==> config.mk <==
export PLATFORM = sky130hd
export DESIGN_NAME = xz_chipsel
export DESIGN_NICKNAME = d
export VERILOG_FILES = /design/src/rtl/xz_pkg.sv /design/src/rtl/xz_mapctl.sv /design/src/rtl/xz_addr_decode.sv /design/src/rtl/xz_chipsel.sv
export SDC_FILE = /design/constraint.sdc
export NUM_CORES = 1
export LEC_CHECK = 0
export BUFFER_PORTS_ARGS = -buffer_cell sky130_fd_sc_hd__buf_2
export CORE_ASPECT_RATIO = 1.1
export CORE_MARGIN = 2
export CORE_UTILIZATION = 37
export DETAILED_ROUTE_END_ITERATION = 6
export PLACE_DENSITY_LB_ADDON = 0.2
export SLEW_MARGIN = 10
export SYNTH_ARGS = -nofsm -noshare
export SYNTH_HDL_FRONTEND = slang
export SYNTH_SLANG_ARGS = --single-unit
==> constraint.sdc <==
create_clock -name clk -period 1.4 [get_ports clk]
set_clock_uncertainty 0.15 [all_clocks]
set_input_delay 0.28 -clock clk [delete_from_list [all_inputs] [get_ports clk]]
set_output_delay 0.28 -clock clk [all_outputs]
set_load 0.005 [all_outputs]
==> src/rtl/xz_pkg.sv <==
package xz_pkg;
    typedef enum logic [1:0] {
        ST_IDLE = 2'd0,
        ST_EXT  = 2'd1,
        ST_ROM  = 2'd2,
        ST_MISS = 2'd3
    } xz_state_e;

    localparam logic [2:0] ZN0 = 3'd0;
    localparam logic [2:0] ZN1 = 3'd1;
    localparam logic [2:0] ZN2 = 3'd2;
    localparam logic [2:0] ZN6 = 3'd6;
    localparam logic [2:0] ZN7 = 3'd7;

    // Block sizes as log2 of word count
    localparam int SMALL_LG = 13;   // zones 0 and 1
    localparam int LARGE_LG = 19;   // zones 2 and 6
    localparam int TOP_LG   = 14;   // zone 7 window
endpackage

==> src/rtl/xz_mapctl.sv <==
module xz_mapctl #(
    parameter int CFG_W   = 16,
    parameter int MAP_BIT = 8
) (
    input  logic             clk,
    input  logic             rst_n,
    input  logic             boot_pin,
    input  logic             cfg_wr,
    input  logic [CFG_W-1:0] cfg_wdata,
    output logic             map_en
);
    // Reset loads the pin level; a configuration write overrides it later.
    always_ff @(posedge clk) begin
        if (!rst_n)
            map_en <= boot_pin;
        else if (cfg_wr)
            map_en <= cfg_wdata[MAP_BIT];
    end
endmodule

==> src/rtl/xz_addr_decode.sv <==
module xz_addr_decode
    import xz_pkg::*;
#(
    parameter int ADDR_W = 22,
    parameter int XA_W   = 19
) (
    input  logic [ADDR_W-1:0] addr,
    input  logic              map_en,
    output xz_state_e         cls,
    output logic [2:0]        zone,
    output logic [XA_W-1:0]   xa
);
    localparam int SMALL_HI = ADDR_W - SMALL_LG;
    localparam int LARGE_HI = ADDR_W - LARGE_LG;
    localparam int TOP_HI   = ADDR_W - TOP_LG;

    logic [SMALL_HI-1:0] blk_small;
    logic [LARGE_HI-1:0] blk_large;
    logic [TOP_HI-1:0]   blk_top;
    logic in_z0, in_z1, in_z2, in_z6, in_z7;

    assign blk_small = addr[ADDR_W-1:SMALL_LG];
    assign blk_large = addr[ADDR_W-1:LARGE_LG];
    assign blk_top   = addr[ADDR_W-1:TOP_LG];

    assign in_z0 = (blk_small == SMALL_HI'(1));
    assign in_z1 = (blk_small == SMALL_HI'(2));
    assign in_z2 = (blk_large == LARGE_HI'(1));
    assign in_z6 = (blk_large == LARGE_HI'(2));
    assign in_z7 = (&blk_top);

    always_comb begin
        cls  = ST_MISS;
        zone = ZN0;
        xa   = '0;
        if (in_z0) begin
            cls = ST_EXT; zone = ZN0; xa = addr[XA_W-1:0];
        end else if (in_z1) begin
            cls = ST_EXT; zone = ZN1; xa = addr[XA_W-1:0];
        end else if (in_z2) begin
            cls = ST_EXT; zone = ZN2; xa = addr[XA_W-1:0];
        end else if (in_z6) begin
            cls = ST_EXT; zone = ZN6; xa = addr[XA_W-1:0];
        end else if (in_z7) begin
            if (map_en) begin
                cls = ST_EXT; zone = ZN7; xa = addr[XA_W-1:0];
            end else begin
                cls = ST_ROM;
            end
        end
    end
endmodule

==> src/rtl/xz_chipsel.sv <==
module xz_chipsel
    import xz_pkg::*;
#(
    parameter int ADDR_W  = 22,
    parameter int XA_W    = 19,
    parameter int CFG_W   = 16,
    parameter int MAP_BIT = 8
) (
    input  logic              clk,
    input  logic              rst_n,
    input  logic [ADDR_W-1:0] cpu_addr,
    input  logic              acc_valid,
    input  logic              boot_pin,
    input  logic              cfg_wr,
    input  logic [CFG_W-1:0]  cfg_wdata,
    output logic              cs01_n,
    output logic              cs2_n,
    output logic              cs67_n,
    output logic [XA_W-1:0]   xaddr,
    output logic [2:0]        zone_idx,
    output logic              rom_sel,
    output logic              dec_miss
);
    logic            map_en;
    xz_state_e       dec_cls;
    logic [2:0]      dec_zone;
    logic [XA_W-1:0] dec_xa;

    xz_state_e       state_q;
    logic [2:0]      zone_q;
    logic [XA_W-1:0] xa_q;

    xz_mapctl #(.CFG_W(CFG_W), .MAP_BIT(MAP_BIT)) u_map (
        .clk      (clk),
        .rst_n    (rst_n),
        .boot_pin (boot_pin),
        .cfg_wr   (cfg_wr),
        .cfg_wdata(cfg_wdata),
        .map_en   (map_en)
    );

    xz_addr_decode #(.ADDR_W(ADDR_W), .XA_W(XA_W)) u_dec (
        .addr  (cpu_addr),
        .map_en(map_en),
        .cls   (dec_cls),
        .zone  (dec_zone),
        .xa    (dec_xa)
    );

    // State register: next class comes from the decoder while strobed.
    always_ff @(posedge clk) begin
        if (!rst_n) begin
            state_q <= ST_IDLE;
            zone_q  <= ZN0;
            xa_q    <= '0;
        end else if (acc_valid) begin
            state_q <= dec_cls;
            zone_q  <= dec_zone;
            xa_q    <= dec_xa;
        end else begin
            state_q <= ST_IDLE;
            zone_q  <= ZN0;
            xa_q    <= '0;
        end
    end

    // Output process
    always_comb begin
        cs01_n   = 1'b1;
        cs2_n    = 1'b1;
        cs67_n   = 1'b1;
        rom_sel  = 1'b0;
        dec_miss = 1'b0;
        zone_idx = ZN0;
        xaddr    = '0;
        unique case (state_q)
            ST_IDLE: ;
            ST_EXT: begin
                zone_idx = zone_q;
                xaddr    = xa_q;
                if (zone_q == ZN0 || zone_q == ZN1)
                    cs01_n = 1'b0;
                else if (zone_q == ZN2)
                    cs2_n = 1'b0;
                else
                    cs67_n = 1'b0;
            end
            ST_ROM:  rom_sel  = 1'b1;
            ST_MISS: dec_miss = 1'b1;
        endcase
    end
endmodule

* Word level (Yosys, flattened, before mapping)
Cells that the tools add are included.
** Word-level totals
- Memories kept :: 0
- Memory bits (read-only) :: 0
- Register bits after elaboration :: 25
- Word-level logic and storage cells :: 58
- Input bits :: 43
- Output and inout bits :: 27
- Bits in writable memories :: 0
- Latch bits :: 0
** Cells by class
- Divide/modulo/power cells :: 0
- Bitwise gates (word level) :: 2
- Shift operators :: 0
- $mul :: 0
- Equal/unequal tests :: 10
- $add $sub $neg :: 0
- Reduce and logical (&&, ||, !) cells :: 8
- Magnitude comparators :: 0
- Multiplexer cells :: 31
** Operators by type and width (count)
- $mux W19 :: 7
- $mux W1 :: 17
- $mux W3 :: 4
- $eq A9 B1 Y1 const B :: 1
- $eq A9 B2 Y1 const B :: 1
- $reduce_and A8 Y1 :: 1
- $eq A3 B1 Y1 const B :: 2
- $eq A3 B2 Y1 const B :: 2
- $mux W2 :: 3
- $reduce_or A6 Y1 :: 1
- $reduce_or A5 Y1 :: 1
- $eq A2 B2 Y1 const B :: 2
- $reduce_or A4 Y1 :: 1
- $logic_not A3 Y1 :: 1
- $reduce_or A3 Y1 :: 1
- $eq A2 B1 Y1 const B :: 1
- $ne A2 B1 Y1 const B :: 1
- $not A1 Y1 :: 2
- $reduce_and A2 Y1 :: 1
- $logic_or A1 B1 Y1 :: 1

* Logic depth before layout (Yosys ltp)
Gate-level depths: netlist of run 1.
- Depth in word-level cells :: 6
- Depth in mapped cells :: 5
- Depth with buffers taken out :: 3

* Hierarchy
From an unflattened synthesis of run 1, not the netlist that was laid out.
** Unflattened totals
- Cells, all modules :: 149
- Area, all modules :: 1328.8 um2
** By module, submodules not included
- xz_chipsel :: sequential area each 480.5 um2, cells each 85, area an instance 875.8 um2, instances 1
- xz_addr_decode :: sequential area each 0.0 um2, cells each 61, area an instance 401.6 um2, instances 1
- xz_mapctl :: sequential area each 30.0 um2, cells each 3, area an instance 51.3 um2, instances 1

* Worst setup path before layout of run 1
OpenSTA, ideal clock, no wires.
- Path type :: register to output
- Start :: register state_q[0]
- End :: output cs01_n
- Required time :: 0.970 ns
- Slack :: -0.073 ns
- Arrival :: 1.043 ns
- Path buffers :: 0
- Cell stages (with the launch flop) :: 3
- Cell sequence :: dfxtp_1 > nor2b_1 > or3b_2
** Between the ends
- Longest elaborated chain between the ends :: 2
** Ends and longest elaborated chain
- start, declared :: RTL line xz_chipsel.sv:29 : xz_state_e state_q;
- start signal, assigned :: RTL line xz_chipsel.sv:57 : state_q <= dec_cls;
- $eq A2 B1 Y1 :: RTL line xz_chipsel.sv:76 : unique case (state_q)
- $mux W1 :: RTL line xz_chipsel.sv:76
- end, declared :: RTL line xz_chipsel.sv:16 : output logic cs01_n,
No other way between the ends.

* Worst setup path in the final report of run 1
- Start :: register state_q[1]
- End :: output cs01_n
Same word-level chain as after synthesis.

==> results of run 1 <==
==> metrics by stage <==
| step | setup TNS, ns | instances | area (um^2) |
|---|---|---|---|
| 2_1_floorplan | 0 | 125 | 1130 |
| 4_1_cts | -7.88 | 231 | 1650 |
| 3_5_place_dp | -1.23 | 218 | 1510 |
| 3_3_place_gp | -1.08 | 218 | 1510 |
| 6_report | -6.29 | 232 | 1670 |
| 5_1_grt | -8.45 | 232 | 1670 |
==> critical path, cell delays in order (launching register included) <==
cell and delay (ns):
dfxtp_4 0.38, nor2b_4 0.11, or3b_4 0.38, buf_6 0.12
==> registers in the layout, summed over array words and instances (netlist names) <==
signal,cells
xa_q,19
zone_q,3
state_q,2
u_map.map_en,1
==> cell usage in the layout, fill, tap and decap left out, drive strengths merged, types with 3 or more instances in the layout <==
cell,n
a31oi,15
and2,24
buf,66
clkbuf,3
dfxtp,24
dlygate4sd3,10
inv,17
nand2,7
nand3,4
nor2,6
==> where the power goes <==
group / switching [mW] / internal [mW] / leakage (nW)
Sequential: 0.00848 / 0.735 / 0.206
Clock: 0.211 / 0.111 / 0.0183
Combinational: 0.0896 / 0.108 / 0.648
==> routing by layer <==
metal	vias to the layer above	share of wire	global-route usage
li1	565	-	-
met1	486	0.38	0.179
met2	39	0.56	0.296
met3	0	0.061	0.0186
met4	0	0	0.0408
met5	-	0	0
==> area by class of cell <==
class                      count  area, um^2  share of cell area
clock inverter                 1        6.26             0.00375
clock buffer                   3        22.5              0.0135
sequential                    25         515               0.309
timing repair buffer          76         487               0.292
inverter                      16        60.1              0.0360
multi-input combinational     78         537               0.322
tap                           33        41.3              0.0247
==> worst min path at each step <==
| stage | slack [ns] | endpoint |
|---|---|---|
| 4_1_cts | 0.002 | xa_q[1] |
| 6_report | 0.01 | xa_q[1] |
| 5_1_grt | 0.01 | xa_q[9] |
| 3_3_place_gp | 0.34 | xa_q[1] |
| 2_1_floorplan | 0.24 | xa_q[0] |
| 3_5_place_dp | 0.35 | xa_q[12] |
==> cells by family (layout without fill, tap and decap cells) <==
| kind of cell | after synthesis | count (layout) | synth area share |
|---|---|---|---|
| simple gates | 55 | 55 | 0.316 |
| flops | 25 | 25 | 0.456 |
| xor+xnor | 2 | 2 | 0.0156 |
| buf+inv | 22 | 96 | 0.0805 |
| compound gates | 20 | 20 | 0.122 |
| mux | 1 | 1 | 0.0101 |
==> repair_timing <==
action | CTS | global route
endpoints found under the setup margin | 27 | 27
endpoints found under the hold margin | 8 | 2
hold buffers | 8 | 2
buffers inserted | 1 | 1
resized for setup | 6 | 4
==> run_results.csv, run 1 <==
group,metric,value,unit
power_and_ir_drop,p_total,1.26,mW
global_routing,grt_pass1_wl,4.19,mm
logic_synthesis,synthArstFlopShare,0,
flow_run,maxCapViolCount,0,
clocking,cts_tree,"yes",
logic_synthesis,synth_area,0.00112,mm^2
die,dieArea,0.00348,mm^2
clocking,cts-root-buf,"clkbuf_4",
hold_path,min-delay-path-class,"in -> reg",
worst_setup_path,r2r_end,"state_q[1]",
finish,area_delta_synth_final,49.1,%
sta,tightest_slew,0.360,ns
place,gp_congestion,0.839,
logic_synthesis,syn_nets,168,
place,portBuffers,54,
sta,fmax,579,MHz
drt,vias,1090,
logic_synthesis,yosys-top-cells-count,"24 x dfxtp_1, 23 x and2_1, 16 x inv_1",
sta,finalMaxSlewViolations,0,
finish,final_util,0.590,
outcome,status,"complete, but fails checks",
clocking,clock_path_buffers,2,
hold_path,hold_depth,3,
sta,slew_headroom,0.760,
drt,dr.pass1.iters,4,
sta,hold_viol,0,
sta,rsz0062_at_grt,"true",
worst_setup_path,reg2reg_from,"u_map.map_en",
worst_setup_path,cp-start-kind,"register",
hold_path,hp-start,"cpu_addr[1]",
logic_synthesis,avgSynthCellArea,8.96,um^2
place,dp_hpwl,1.97,mm
drt,detail_route.wl_per_cell,11.4,um
die,fp.dieW,56.5,um
die,coreArea,0.00283,mm^2
logic_synthesis,synth_cells,125,
finish,nFillCells,277,
logic_synthesis,ys_top_cells_by_area,"dfxtp_1 43%, and2_1 13%, a31oi_1 8.4%",
global_routing,grt_pass1_vias,993,
logic_synthesis,yosysWarnings,0,
finish,drive_gt1_frac,0.412,
logic_synthesis,netlist.area_leader.share,0.429,
sta,setup_viol,27,
worst_setup_path,reg2reg_depth,2,
logic_synthesis,ys_ff_latch,25,
power_and_ir_drop,ir_worst_vdd,0.444,mV
place,dp_slack,-0.0907,ns
drt,drt_iter0_markers,17,
worst_setup_path,cp-startpoint,"state_q[1]",
sta,whs,0.0133,ns
worst_setup_path,crit_required,0.97,ns
global_routing,gr-total-overflow,0,
power_and_ir_drop,p_leak,0.872,nW
finish,fin_nets,243,
worst_setup_path,crit_type,"reg -> out",
logic_synthesis,synth-edff-count,1,
sta,layout_min_cycle_time,1.73,ns
clocking,clk_pin_slew,0.14,ns
sta,period_share,1.23,
clocking,cts_max_level,1,
logic_synthesis,synth.most_common_cell,"dfxtp_1",
drt,drc_errors,0,
sta,finalWorstSetupSlack,-0.327,ns
global_routing,antenna_found_initial,0,
drt,viasPerCell,4.70,
global_routing,grt_max_degree,25,
drt,ant_nets,0,
logic_synthesis,synth_cell_types,31,
worst_setup_path,worstSetupEndpointType,"primary output",
die,pin_count,70,
die,start_util,0.396,
logic_synthesis,synth.largest_area_cell,"dfxtp_1",
power_and_ir_drop,pwr_density_cell,757,mW/mm^2
die,fp.dieH,61.7,um
clocking,cts_made_buffers,3,
die,rows,20,
clocking,clkSinkCount,25,
drt,wirelength,2.65,mm
worst_setup_path,worstPathArrival,1.30,ns
global_routing,grt_use_total,0.152,
outcome,violations,"negative setup slack",
clocking,clk_latency,0.31,ns
finish,diodes,0,
worst_setup_path,crit_path_max_fanout,2,
logic_synthesis,synth-seq-area-share,0.456,
worst_setup_path,crit_path_end,"cs01_n",
worst_setup_path,regToRegSetupSlack,0.20,ns
logic_synthesis,synth_flop_cell,"dfxtp_1",
No activity file was read; power rests on OpenSTA's default activity.
==> inputs of run 2 (changes only) <==
BUFFER_PORTS_ARGS = -buffer_cell sky130_fd_sc_hd__buf_4   (was -buffer_cell sky130_fd_sc_hd__buf_2)
==> run_results.csv, run 2 (same netlist as run 1, synthesis figures left out) <==
group,metric,value,unit
die,dieArea,0.00348,mm^2
finish,diodes,0,
finish,multi_input_area,539,um^2
clocking,cts_tree,"yes",
outcome,violations,"negative setup slack",
sta,fmax,580,MHz
sta,hold_viol,0,
drt,drt_iter0_markers,21,
global_routing,gr-total-overflow,0,
power_and_ir_drop,seqPwrFrac,0.603,
sta,layout_min_cycle_time,1.72,ns
finish,largest_reg_flops,19,
die,pin_count,70,
drt,dr.pass1.iters,4,
worst_setup_path,crit_required,0.97,ns
power_and_ir_drop,pwr_density_cell,728,mW/mm^2
hold_path,min-delay-path-class,"in -> reg",
clocking,clkSinkCount,25,
worst_setup_path,worst-path-buf-inv,1,
global_routing,grt_max_degree,25,
worst_setup_path,cp-start-kind,"register",
power_and_ir_drop,p_leak,0.850,nW
finish,reg_top3,"xa_q: 19 flops, zone_q: 3 flops, state_q: 2 flops",
clocking,clk_latency,0.30,ns
power_and_ir_drop,p_clk_frac,0.240,
drt,ant_nets,0,
place,placement.cell_area,0.00163,mm^2
finish,final_common_cell,"buf_4",
finish,drive_gt1_frac,0.431,
worst_setup_path,cp_top_family,"simple AND/OR/NAND/NOR gates",
sta,finalWorstSetupSlack,-0.323,ns
finish,final_area,0.00170,mm^2
drt,wirelength,2.47,mm
drt,drc_errors,0,
sta,period_share,1.23,
hold_path,hold_depth,3,
place,gp_congestion,0.859,
flow_run,maxCapViolCount,0,
die,fp.dieW,56.5,um
die,rows,20,
worst_setup_path,slowest_stage,"or3b_4",
outcome,status,"complete, but fails checks",
clocking,cts_max_level,1,
worst_setup_path,worstSetupEndpointType,"primary output",
sta,fin_tns_setup,-6.24,ns
sta,rsz0062_at_grt,"true",
clocking,cts_made_buffers,3,
power_and_ir_drop,p_sw,0.279,mW
global_routing,grt_pass1_wl,3.99,mm
place,dp_hpwl,1.97,mm
finish,largest_register,"xa_q",
finish,area_delta_synth_final,52.1,%
drt,vias,1042,
global_routing,grt_pass1_vias,942,
global_routing,antenna_found_initial,0,
clocking,cts-root-buf,"clkbuf_4",
worst_setup_path,cp.depth,3,
power_and_ir_drop,p_sw_frac,0.225,
worst_setup_path,crit_path_max_fanout,2,
die,fp.dieH,61.7,um
power_and_ir_drop,power.internal,0.960,mW
finish,final_cell_mix,"58 x buf_4, 22 x and2_1, 22 x dfxtp_1",
worst_setup_path,worstPathArrival,1.29,ns
finish,nFillCells,263,
sta,tightest_slew,0.359,ns
clocking,clk_pin_slew,0.12,ns
clocking,hold_buffers,0,
sta,setup_viol,27,
worst_setup_path,crit_type,"reg -> out",
worst_setup_path,path_cells,"nor2b_4, or3b_4, buf_6",
place,portBuffers,54,
finish,fin_nets,232,
worst_setup_path,reg2reg_depth,2,
power_and_ir_drop,ir_worst_vdd,0.576,mV
drt,detail_route.wl_per_cell,11.2,um
die,coreArea,0.00283,mm^2
power_and_ir_drop,combinationalPowerShare,0.157,
sta,finalMaxSlewViolations,0,
clocking,clock_path_buffers,2,
sta,whs,0.0343,ns
power_and_ir_drop,p_total,1.24,mW
global_routing,grt_use_total,0.147,
sta,slew_headroom,0.761,
die,start_util,0.396,
finish,ff_latch_area,513,um^2
worst_setup_path,max_stage_delay,0.38,ns
drt,viasPerCell,4.71,
-- run 2: cell count changes in the layout (fill, tap and decap cells not counted), moves of 3 or more --
| cell | previous run | this run |
|---|---|---|
| buf_2 | 53 | 0 |
| buf_4 | 9 | 58 |
| dlygate4sd3_1 | 10 | 0 |
| buf_6 | 3 | 6 |
-- run 2: area by class of cell --
class	count	share of cell area
Tap cell	33	0.0242
Sequential cell	25	0.301
Inverter	16	0.0353
Timing Repair Buffer	65	0.307
Clock buffer	4	0.0154
Multi-Input combinational cell	78	0.317
-- run 2: routing by layer --
metal / part of all wire / GRT usage / vias up
li1: - / - / 548
met2: 0.54 / 0.276 / 30
met5: 0 / 0 / -
met1: 0.41 / 0.160 / 462
met3: 0.052 / 0.0455 / 2
met4: 0.0032 / 0.0476 / 0
-- run 2: repair_timing --
action / in CTS / in global routing
pin swaps: 0 / 0
endpoints found under the setup margin: 27 / 27
setup buffers: 1 / 1
resized for setup: 6 / 6
-- run 2: power by group through the flow --
stage	logic [mW]	clock network (mW)	registers, mW
2_1_floorplan	0.0726	0	0.760
3_3_place_gp	0.177	0	0.761
3_5_place_dp	0.181	0	0.762
4_1_cts	0.191	0.307	0.747
5_1_grt	0.215	0.340	0.750
6_report	0.195	0.297	0.747
-- run 2: worst paths after layout --
path | from | endpoint | slack (ns)
min reg2reg | u_map.map_en | state_q[0] | 0.53
min | cpu_addr[5] | xa_q[5] | 0.03
max reg2reg | u_map.map_en | state_q[1] | 0.12
max | state_q[0] | cs01_n | -0.32
-- run 2: stage by stage --
stage,worst slack (ns),utilization,instances
finish,-0.323,0.602,221
global route,-0.389,0.602,221
floorplan,0.0278,-,125
global placement,-0.0591,0.577,216
CTS,-0.319,0.596,221
detailed placement,-0.0801,0.577,216
-- run 2: worst reg2reg max path, stage by stage, from the launching register on --
cell      delay [ns]
edfxtp_1        0.50
a32oi_2         0.38
and3_1          0.21
